File: config.mk
export PLATFORM = sky130hd
export DESIGN_NAME = burst_saboteur
export DESIGN_NICKNAME = d
export VERILOG_FILES = /design/src/rtl/burst_sab_pkg.sv /design/src/rtl/burst_sab_lfsr.sv /design/src/rtl/burst_sab_ctrl.sv /design/src/rtl/burst_sab_corrupt.sv /design/src/rtl/burst_saboteur.sv
export SDC_FILE = /design/constraint.sdc
export NUM_CORES = 1
export LEC_CHECK = 0
export CAP_MARGIN = 20
export CORE_ASPECT_RATIO = 0.5
export CORE_UTILIZATION = 57
export CTS_BUF_LIST = sky130_fd_sc_hd__clkbuf_8
export DETAILED_ROUTE_END_ITERATION = 12
export DONT_BUFFER_PORTS = 1
export GPL_TIMING_DRIVEN = 0
export HOLD_SLACK_MARGIN = 0.02
export PLACE_DENSITY = 0.75
export REMOVE_ABC_BUFFERS = 1
export SLEW_MARGIN = 0
export SYNTH_ARGS = -nofsm -noshare
export SYNTH_HDL_FRONTEND = slang
export SYNTH_SLANG_ARGS = --single-unit
File: constraint.sdc
create_clock -name clk -period 4.9 [get_ports clk]
set_input_delay 1.47 -clock clk [delete_from_list [all_inputs] [get_ports clk]]
set_output_delay 1.47 -clock clk [all_outputs]
set_load 0.02 [all_outputs]
File: src/rtl/burst_sab_pkg.sv
package burst_sab_pkg;

    typedef enum logic [2:0] {
        ST_IDLE   = 3'd0,
        ST_SETUP  = 3'd1,
        ST_ACTIVE = 3'd2,
        ST_GAP    = 3'd3,
        ST_FINISH = 3'd4
    } sab_state_t;

    localparam logic [2:0] FM_STUCK0 = 3'd0;
    localparam logic [2:0] FM_STUCK1 = 3'd1;
    localparam logic [2:0] FM_INVERT = 3'd2;
    localparam logic [2:0] FM_HOLD   = 3'd3;
    localparam logic [2:0] FM_NOISE  = 3'd4;

    localparam int RNG_W = 16;

endpackage

File: src/rtl/burst_sab_lfsr.sv
module burst_sab_lfsr
    import burst_sab_pkg::*;
#(
    parameter logic [RNG_W-1:0] TAPS = 16'hB400,
    parameter logic [RNG_W-1:0] ZERO_SUB = 16'h0001
) (
    input  logic             clk,
    input  logic             rst_n,
    input  logic             load_i,
    input  logic             step_i,
    input  logic [RNG_W-1:0] seed_i,
    output logic [RNG_W-1:0] value_o
);

    logic [RNG_W-1:0] reg_q;
    logic [RNG_W-1:0] seed_nz;
    logic [RNG_W-1:0] shifted;

    always_comb begin
        seed_nz = (seed_i == '0) ? ZERO_SUB : seed_i;
        shifted = reg_q[0] ? ((reg_q >> 1) ^ TAPS) : (reg_q >> 1);
    end

    always_ff @(posedge clk or negedge rst_n) begin
        if (!rst_n) begin
            reg_q <= ZERO_SUB;
        end else if (load_i) begin
            reg_q <= seed_nz;
        end else if (step_i) begin
            reg_q <= shifted;
        end
    end

    assign value_o = reg_q;

    // A zero state would lock the generator.
    assert_never_zero_R5: assert property (@(posedge clk) disable iff (!rst_n)
        reg_q != '0)
        else $error("random register reached zero");

    assert_load_seed_R5: assert property (@(posedge clk) disable iff (!rst_n)
        (load_i && seed_i != '0) |=> (reg_q == $past(seed_i)))
        else $error("seed not loaded");

endmodule

File: src/rtl/burst_sab_ctrl.sv
module burst_sab_ctrl
    import burst_sab_pkg::*;
#(
    parameter int MAX_BURST = 10,
    parameter int MAX_WIN   = 10
) (
    input  logic             clk,
    input  logic             rst_n,
    input  logic             arm_i,
    input  logic [RNG_W-1:0] rng_i,
    output logic             accept_o,
    output logic             step_o,
    output logic             active_o,
    output logic             busy_o,
    output logic             done_o
);

    localparam int LEN_W = $clog2(MAX_BURST + 1);
    localparam int WIN_W = $clog2(MAX_WIN + 1);
    localparam logic [RNG_W-1:0] LEN_MOD = RNG_W'(MAX_BURST);
    localparam logic [RNG_W-1:0] WIN_MOD = RNG_W'(MAX_WIN);

    sab_state_t       state_q, state_d;
    logic [LEN_W-1:0] left_q, left_d;
    logic [WIN_W-1:0] timer_q, timer_d;

    logic [RNG_W-1:0] len_rem;
    logic [RNG_W-1:0] win_rem;
    logic [LEN_W-1:0] len_draw;
    logic [WIN_W-1:0] win_draw;

    always_comb begin
        len_rem  = {8'h00, rng_i[15:8]} % LEN_MOD;
        win_rem  = rng_i % WIN_MOD;
        len_draw = LEN_W'(len_rem) + LEN_W'(1);
        win_draw = WIN_W'(win_rem) + WIN_W'(1);
    end

    // state register
    always_ff @(posedge clk or negedge rst_n) begin
        if (!rst_n) begin
            state_q <= ST_IDLE;
            left_q  <= '0;
            timer_q <= '0;
        end else begin
            state_q <= state_d;
            left_q  <= left_d;
            timer_q <= timer_d;
        end
    end

    // next state and counters
    always_comb begin
        state_d = state_q;
        left_d  = left_q;
        timer_d = timer_q;
        unique case (state_q)
            ST_IDLE: begin
                if (arm_i) begin
                    state_d = ST_SETUP;
                end
            end
            ST_SETUP: begin
                left_d  = len_draw;
                timer_d = win_draw;
                state_d = ST_ACTIVE;
            end
            ST_ACTIVE: begin
                if (timer_q == WIN_W'(1)) begin
                    if (left_q == LEN_W'(1)) begin
                        state_d = ST_FINISH;
                        left_d  = '0;
                        timer_d = '0;
                    end else begin
                        left_d  = left_q - LEN_W'(1);
                        timer_d = win_draw;
                        state_d = ST_GAP;
                    end
                end else begin
                    timer_d = timer_q - WIN_W'(1);
                end
            end
            ST_GAP: begin
                if (timer_q == WIN_W'(1)) begin
                    timer_d = win_draw;
                    state_d = ST_ACTIVE;
                end else begin
                    timer_d = timer_q - WIN_W'(1);
                end
            end
            ST_FINISH: begin
                state_d = ST_IDLE;
            end
            default: begin
                state_d = ST_IDLE;
            end
        endcase
    end

    // outputs
    always_comb begin
        accept_o = 1'b0;
        step_o   = 1'b1;
        active_o = 1'b0;
        busy_o   = 1'b0;
        done_o   = 1'b0;
        unique case (state_q)
            ST_IDLE: begin
                accept_o = arm_i;
                step_o   = 1'b0;
            end
            ST_SETUP:  busy_o = 1'b1;
            ST_ACTIVE: begin
                busy_o   = 1'b1;
                active_o = 1'b1;
            end
            ST_GAP:    busy_o = 1'b1;
            ST_FINISH: done_o = 1'b1;
            default:   step_o = 1'b0;
        endcase
    end

    assert_timer_range_R4: assert property (@(posedge clk) disable iff (!rst_n)
        (state_q == ST_ACTIVE || state_q == ST_GAP) |->
            (timer_q >= WIN_W'(1) && timer_q <= WIN_W'(MAX_WIN)))
        else $error("window timer out of range");

    assert_left_range_R3: assert property (@(posedge clk) disable iff (!rst_n)
        (state_q == ST_ACTIVE || state_q == ST_GAP) |->
            (left_q >= LEN_W'(1) && left_q <= LEN_W'(MAX_BURST)))
        else $error("activation count out of range");

    assert_finish_after_active_R3: assert property (@(posedge clk) disable iff (!rst_n)
        $rose(done_o) |-> $past(active_o))
        else $error("trailing gap before done");

    assert_done_one_tick_R9: assert property (@(posedge clk) disable iff (!rst_n)
        done_o |=> (!done_o && !busy_o && state_q == ST_IDLE))
        else $error("done longer than one tick");

    assert_arm_ignored_R2: assert property (@(posedge clk) disable iff (!rst_n)
        (state_q != ST_IDLE && arm_i) |=> (state_q != ST_SETUP))
        else $error("arm accepted while busy");

    assert_one_flag_R9: assert property (@(posedge clk) disable iff (!rst_n)
        $onehot0({busy_o, done_o}))
        else $error("busy and done together");

endmodule

File: src/rtl/burst_sab_corrupt.sv
module burst_sab_corrupt
    import burst_sab_pkg::*;
#(
    parameter int WIDTH = 16
) (
    input  logic             clk,
    input  logic             rst_n,
    input  logic             active_i,
    input  logic [2:0]       model_i,
    input  logic [WIDTH-1:0] mask_i,
    input  logic [RNG_W-1:0] rng_i,
    input  logic [WIDTH-1:0] data_i,
    output logic [WIDTH-1:0] data_o
);

    logic [WIDTH-1:0] hold_q;

    // open value: the input of the last tick before the activation
    always_ff @(posedge clk or negedge rst_n) begin
        if (!rst_n) begin
            hold_q <= '0;
        end else if (!active_i) begin
            hold_q <= data_i;
        end
    end

    for (genvar gi = 0; gi < WIDTH; gi++) begin : g_bit
        logic fault_bit;
        logic hit;
        always_comb begin
            hit = active_i && mask_i[gi];
            case (model_i)
                FM_STUCK0: fault_bit = 1'b0;
                FM_STUCK1: fault_bit = 1'b1;
                FM_INVERT: fault_bit = ~data_i[gi];
                FM_HOLD:   fault_bit = hold_q[gi];
                FM_NOISE:  fault_bit = rng_i[gi % RNG_W];
                default:   fault_bit = data_i[gi];
            endcase
            data_o[gi] = hit ? fault_bit : data_i[gi];
        end
    end

    assert_pass_idle_R1: assert property (@(posedge clk) disable iff (!rst_n)
        !active_i |-> (data_o == data_i))
        else $error("data altered outside activation");

    assert_unmasked_clean_R7: assert property (@(posedge clk) disable iff (!rst_n)
        ((data_o ^ data_i) & ~mask_i) == '0)
        else $error("unmasked bit altered");

    assert_hold_stable_R8: assert property (@(posedge clk) disable iff (!rst_n)
        (active_i && $past(active_i)) |-> $stable(hold_q))
        else $error("open value moved during activation");

endmodule

File: src/rtl/burst_saboteur.sv
module burst_saboteur
    import burst_sab_pkg::*;
#(
    parameter int WIDTH     = 16,
    parameter int MAX_BURST = 10,
    parameter int MAX_WIN   = 10
) (
    input  logic             clk,
    input  logic             rst_n,
    input  logic             arm,
    input  logic [2:0]       fault_sel,
    input  logic [WIDTH-1:0] bit_mask,
    input  logic [15:0]      seed,
    input  logic [WIDTH-1:0] data_in,
    output logic [WIDTH-1:0] data_out,
    output logic             busy,
    output logic             done
);

    logic             accept;
    logic             step;
    logic             active;
    logic [RNG_W-1:0] rng;
    logic [2:0]       model_q;
    logic [WIDTH-1:0] mask_q;

    always_ff @(posedge clk or negedge rst_n) begin
        if (!rst_n) begin
            model_q <= FM_STUCK0;
            mask_q  <= '0;
        end else if (accept) begin
            model_q <= fault_sel;
            mask_q  <= bit_mask;
        end
    end

    burst_sab_lfsr u_lfsr (
        .clk     (clk),
        .rst_n   (rst_n),
        .load_i  (accept),
        .step_i  (step),
        .seed_i  (seed),
        .value_o (rng)
    );

    burst_sab_ctrl #(
        .MAX_BURST (MAX_BURST),
        .MAX_WIN   (MAX_WIN)
    ) u_ctrl (
        .clk      (clk),
        .rst_n    (rst_n),
        .arm_i    (arm),
        .rng_i    (rng),
        .accept_o (accept),
        .step_o   (step),
        .active_o (active),
        .busy_o   (busy),
        .done_o   (done)
    );

    burst_sab_corrupt #(
        .WIDTH (WIDTH)
    ) u_corrupt (
        .clk      (clk),
        .rst_n    (rst_n),
        .active_i (active),
        .model_i  (model_q),
        .mask_i   (mask_q),
        .rng_i    (rng),
        .data_i   (data_in),
        .data_o   (data_out)
    );

    assert_settings_frozen_R2: assert property (@(posedge clk) disable iff (!rst_n)
        (busy || done) |=> (busy || done || $past(done)) |-> ($stable(mask_q) && $stable(model_q)))
        else $error("settings changed during burst");

    assert_accept_idle_R2: assert property (@(posedge clk) disable iff (!rst_n)
        accept |-> (!busy && !done))
        else $error("accept outside idle");

endmodule

* After elaboration in Yosys (flattened, before gate mapping)
Index checks and enable logic that the tools add are counted.
** Cells by class
- Add/subtract/negate cells :: 4
- $mul :: 0
- Div/mod/pow operators :: 2
- Magnitude comparators :: 0
- Eq/ne operators :: 13
- Shift operators :: 0
- Muxes and demuxes :: 53
- Bitwise operators :: 17
- Reduce and logical (&&, ||, !) cells :: 26
** Operator list (count)
- $pmux W1 S5 :: 16
- $mux W16 :: 4
- $mux W1 :: 21
- $mux W4 :: 5
- $logic_and A1 B1 Y1 :: 16
- $logic_not A16 Y1 :: 1
- $mod A16 B4 Y16 const B :: 1
- $mod A8 B4 Y16 const B :: 1
- $not A1 Y1 :: 16
- $eq A3 B2 Y1 const B :: 4
- $mux W3 :: 4
- $pmux W3 S4 :: 1
- $pmux W4 S3 :: 1
- $add A4 B1 Y4 const B :: 2
- $eq A4 B1 Y1 const B :: 2
- $pmux W4 S2 :: 1
- $sub A4 B1 Y4 const B :: 2
- $eq A3 B1 Y1 const B :: 2
- $eq A3 B3 Y1 const B :: 2
- $logic_not A3 Y1 :: 2
- $ne A2 B1 Y1 const B :: 2
- $not A3 Y4 :: 1
- $reduce_bool A2 Y1 :: 2
- $reduce_or A4 Y1 :: 1
- other kinds (5) :: 5
** Storage, ports and cells
- Flip-flop bits (word level) :: 62
- Latch bits :: 0
- RAM bits :: 0
- Bits in read-only memories :: 0
- Output and inout bits :: 18
- Memories kept :: 0

* Logic depth before layout (Yosys ltp)
- Depth after elaboration :: 5
- Depth in mapped cells :: 24
- Depth with buffers taken out :: 21

* Hierarchy
From an unflattened synthesis, not the netlist that was laid out.
** Second synthesis, totals
- Cell total of the unflattened synthesis :: 837
- Area total of the unflattened synthesis :: 7036.7 um2
** By module, submodules not included
- burst_sab_ctrl :: instances 1, cells an instance 588, area each 4172.8 um2, sequential area each 275.3 um2
- burst_sab_corrupt :: instances 1, cells an instance 131, area each 1267.5 um2, sequential area each 400.4 um2
- burst_sab_lfsr :: instances 1, cells an instance 78, area each 838.3 um2, sequential area each 401.6 um2
- burst_saboteur :: instances 1, cells an instance 40, area each 758.2 um2, sequential area each 475.5 um2

* Worst setup path after synthesis
No wires, ideal clock.
- Path kind :: register -> register
- Start point :: reg u_lfsr.reg_q[15] (netlist: u_lfsr.value_o[15])
- End point :: reg u_ctrl.timer_q[2]
- Arrival :: 4758 ps
- Slack :: 3 ps
- Stages on the path, launching flop included :: 23
- Path buffers :: 2
- Clock period less this slack :: 4897 ps
- Cell sequence :: dfrtp_1 > buf_4 > or3_4 > a221oi_4 > o22ai_2 > nor4_4 > o21ai_2 > and3_4 > o32a_1 > o211a_1 > or4_1 > nand4b_2 > o21a_1 > buf_6 > mux2_4 > nor4_2 > and2_4 > o211ai_2 > xnor2_1 > ha_1 > xor2_1 > xnor2_1 > a31oi_1
** Between the ends
- Word-level cells in the longest chain between the ends :: 5
- Elaborated cells on any way between the ends :: 6
- Classes of those cells :: add/sub (1); div (1); mux (4)
** RTL lines
- start, declared :: line burst_sab_lfsr.sv:15 : logic [RNG_W-1:0] reg_q;
- start signal, assigned :: line burst_sab_lfsr.sv:28 : reg_q <= seed_nz;
- start signal, assigned :: line burst_sab_lfsr.sv:30 : reg_q <= shifted;
- $mod A16 B4 Y16 (*) :: line burst_sab_ctrl.sv:34 : win_rem = rng_i % WIN_MOD;
- $add A4 B1 Y4 (*) :: line burst_sab_ctrl.sv:36 : win_draw = WIN_W'(win_rem) + WIN_W'(1);
- $mux W4 :: line burst_sab_ctrl.sv:70 : if (left_q == LEN_W'(1)) begin
- $mux W4 :: line burst_sab_ctrl.sv:69 : if (timer_q == WIN_W'(1)) begin
- $pmux W4 S3 (*) :: line burst_sab_ctrl.sv:57 : unique case (state_q)
- end signal, assigned :: line burst_sab_ctrl.sv:48 : timer_q <= timer_d;
- end, declared :: line burst_sab_ctrl.sv:25 : logic [WIN_W-1:0] timer_q, timer_d;
Mark *: on every way between the ends. The rest lies on a longest branch, timed or not.
A chain may end at the register's enable or synchronous reset.

* Worst setup path after layout
Same ends and word-level chain as after synthesis.

==> impl_metrics.csv <==
group,metric,value,unit
run_status,outcome,"complete, but fails checks",
run_status,violations,"negative setup slack",
critical_path,worst_ep_arrival_time,5.70,ns
cells_and_area,seqCellArea,0.00157,mm^2
hold_path,holdPathStages,2,
grt,grt_pass1_wl,26000,um
floorplan,dieArea,0.0103,mm^2
grt,grt_max_degree,63,
flow_run,cap_violations,0,
critical_path,endpoint_kind,"flop",
synthesis,synth_edf_count,0,
hold_path,holdCritStartpoint,"u_corrupt.hold_q[2]",
synthesis,syn_area_per_cell,7.37,um^2
critical_path,required,5.12,ns
cells_and_area,antennaDiodeCount,0,
timing,slew_headroom,0.374,
clocking,cts_buffers,9,
routing,drt_pre_antenna_iters,5,
placed_design,gp_congestion,0.888,
critical_path,r2r_slack,-0.58,ns
placed_design,io_buffers,0,
floorplan,die_y,72.3,um
cells_and_area,nets,847,
synthesis,synthFlopType,"dfrtp_1",
synthesis,yosysUniqueCellTypes,93,
cells_and_area,multi_input_area,0.00428,mm^2
clocking,clockBufferDepth,2,
cells_and_area,final_cell_mix,"159 x nand2_1, 60 x nor2_1, 57 x a21oi_1",
critical_path,critPathKind,"flop to flop",
cells_and_area,fillers,709,
clocking,cts_max_level,3,
grt,gr-total-overflow,0,
floorplan,chipWidth,143,um
hold_path,hp-class,"flop to flop",
grt,antenna_found_initial,0,
routing,wl_per_cell,19.8,um
routing,num_vias,6201,
clocking,cts_tree,"yes",
synthesis,synthCells,764,
timing,period_share,1.12,
synthesis,ys_seq_elements,62,
timing,tightest_slew,0.939,ns
timing,period_needed,5.48,ns
cells_and_area,final_common_cell,"nand2_1",
hold_path,hold_end,"u_corrupt.hold_q[2]",
cells_and_area,drive_above_1_share,0.248,
synthesis,synth-seq-area-share,0.276,
floorplan,start_util,0.593,
timing,drv_slew,0,
critical_path,crit_fanout,6,
routing,drc_errors,0,
critical_path,r2r_start,"u_lfsr.value_o[15]",
timing,finalSetupViolCount,3,
synthesis,ys_warn_count,0,
clocking,clockRootBuffer,"clkbuf_8",
floorplan,rows,25,
timing,setup_slack,-0.584,ns
clocking,path_clk_slew,0.07,ns
placed_design,hpwl,9770,um
synthesis,synth-async-reset-ratio,1.00,
clocking,clock-sinks,62,
critical_path,start_kind,"flop",
timing,fmax,182,MHz
clocking,clock_latency,0.35,ns
timing,rsz0062_at_grt,"true",
grt,track_usage,0.321,
routing,drt_iter0_drc,764,
floorplan,pin_count,72,
grt,grt_pass1_vias,5202,
timing,timing.final.hold_violations,0,
critical_path,r2r_cells,25,
synthesis,synth_area,0.00563,mm^2
timing,holdWs,0.469,ns
timing,tns,-1.50,ns
routing,wirelength,18300,um
floorplan,core_area,0.00951,mm^2
routing,avgViaCountPerCell,6.71,
routing,ant_nets,0,
timing,fin_skew,0.00894,ns
critical_path,r2r_end,"u_ctrl.timer_q[2]",
cells_and_area,syn2layout_area_growth,23.7,%
cell usage after synthesis, types with 4 or more instances:
library cell	count	area [um^2]
nor3b_1	4	30.0
buf_2	4	20.0
a31oi_1	28	175
nor2_1	64	240
nor2b_1	23	144
ha_1	8	100
nor3_1	16	80.1
xnor2_1	17	149
o21ai_1	10	50.1
clkbuf_1	44	165
and2_1	7	43.8
mux2i_1	5	50.1
inv_1	17	63.8
a311oi_1	4	35.0
nand2b_1	7	43.8
buf_6	6	67.6
dfrtp_1	61	1530
o211ai_1	8	60.1
a21oi_1	60	300
nor4_1	7	43.8
nand3_1	20	100
xor2_1	5	43.8
nand2_1	162	608
a211oi_1	8	60.1
o22ai_1	21	131
o21ai_0	31	155
or4_1	4	30.0
a221oi_1	6	52.6
buf_4	4	30.0
stage by stage:
step / instances / worst slack, ns / util / instance area [um^2]
final: 924 / -0.584 / 0.733 / 6970
after global routing: 924 / -0.842 / 0.733 / 6970
after CTS: 902 / -0.244 / 0.681 / 6470
after detailed placement: 844 / -1.44 / 0.591 / 5620
after global placement: 838 / -1.33 / 0.579 / 5510
after floorplan: 703 / -0.503 / - / 5340
critical path, cell delays in order (launching register included):
cell      delay (ns)
dfrtp_4         0.53
buf_6           0.14
and4bb_2        0.35
a221oi_4        0.06
buf_4           0.15
o22a_4          0.20
buf_4           0.14
a221oi_2        0.30
o32ai_2         0.17
and2_4          0.19
buf_4           0.13
o32a_1          0.29
o211a_4         0.16
or4_4           0.43
nand4b_4        0.15
o21a_4          0.20
buf_4           0.14
nand3_1         0.10
o211ai_1        0.21
mux2i_2         0.35
o211ai_4        0.14
xnor2_1         0.15
ha_2            0.20
xor2_2          0.18
xnor2_1         0.17
a31oi_1         0.10
per-layer routing:
layer | vias to the layer above | GRT usage | routed length (um)
li1 | 2796 | - | -
met1 | 2951 | 0.454 | 7720
met2 | 366 | 0.507 | 8320
met3 | 88 | 0.0488 | 1600
met4 | 0 | 0.108 | 647
met5 | - | 0 | 0
cells by family (layout without fill, tap and decap cells):
logic type,after synthesis,in the layout,synth area share
AO/OA/AOI/OAI,239,241,0.302
XOR/XNOR,24,24,0.0400
adder cells (fa/ha/maj),10,10,0.0213
buffers and inverters,82,105,0.0662
flip-flops,62,62,0.276
multiplexers,6,6,0.0115
AND/OR/NAND/NOR,341,341,0.283
how the worst max path moves through the flow:
stage               cells after the start                from  slack [ns]           endpoint
finish                                 25  u_lfsr.value_o[15]       -0.58  u_ctrl.timer_q[2]
global route                           25  u_lfsr.value_o[15]       -0.84  u_ctrl.timer_q[2]
CTS                                    23  u_lfsr.value_o[15]       -0.24  u_ctrl.timer_q[2]
detailed placement                     20  u_lfsr.value_o[11]       -1.44  u_ctrl.timer_q[2]
global placement                       20  u_lfsr.value_o[11]       -1.33  u_ctrl.timer_q[2]
floorplan                              20  u_lfsr.value_o[15]       -0.50  u_ctrl.timer_q[2]
registers in the layout (all words and copies together), names as in the netlist:
signal	count
mask_q	16
model_q	3
u_corrupt.hold_q	16
u_ctrl.left_q	4
u_ctrl.state_q	3
u_ctrl.timer_q	4
u_lfsr.value_o	16
what timing repair did:
item / 4_1_cts / 5_1_grt
setup endpoints to repair: 6 / 6
gates resized for setup: 63 / 61
cloned: 2 / 0
pin swaps: 25 / 40
buffers inserted: 41 / 22
hold buffers: 0 / 0
cell type report:
type	count	area share
clock inverters	4	0.0101
flip-flops and latches	62	0.226
clock buffers	11	0.0217
well taps	135	0.0242
inverters	21	0.0120
repair buffers	69	0.0918
multi-input cells	622	0.614
Power is left out: the tool's default activity adds up to more than one toggle a clock period on the data nets, which glitch-free logic cannot reach.
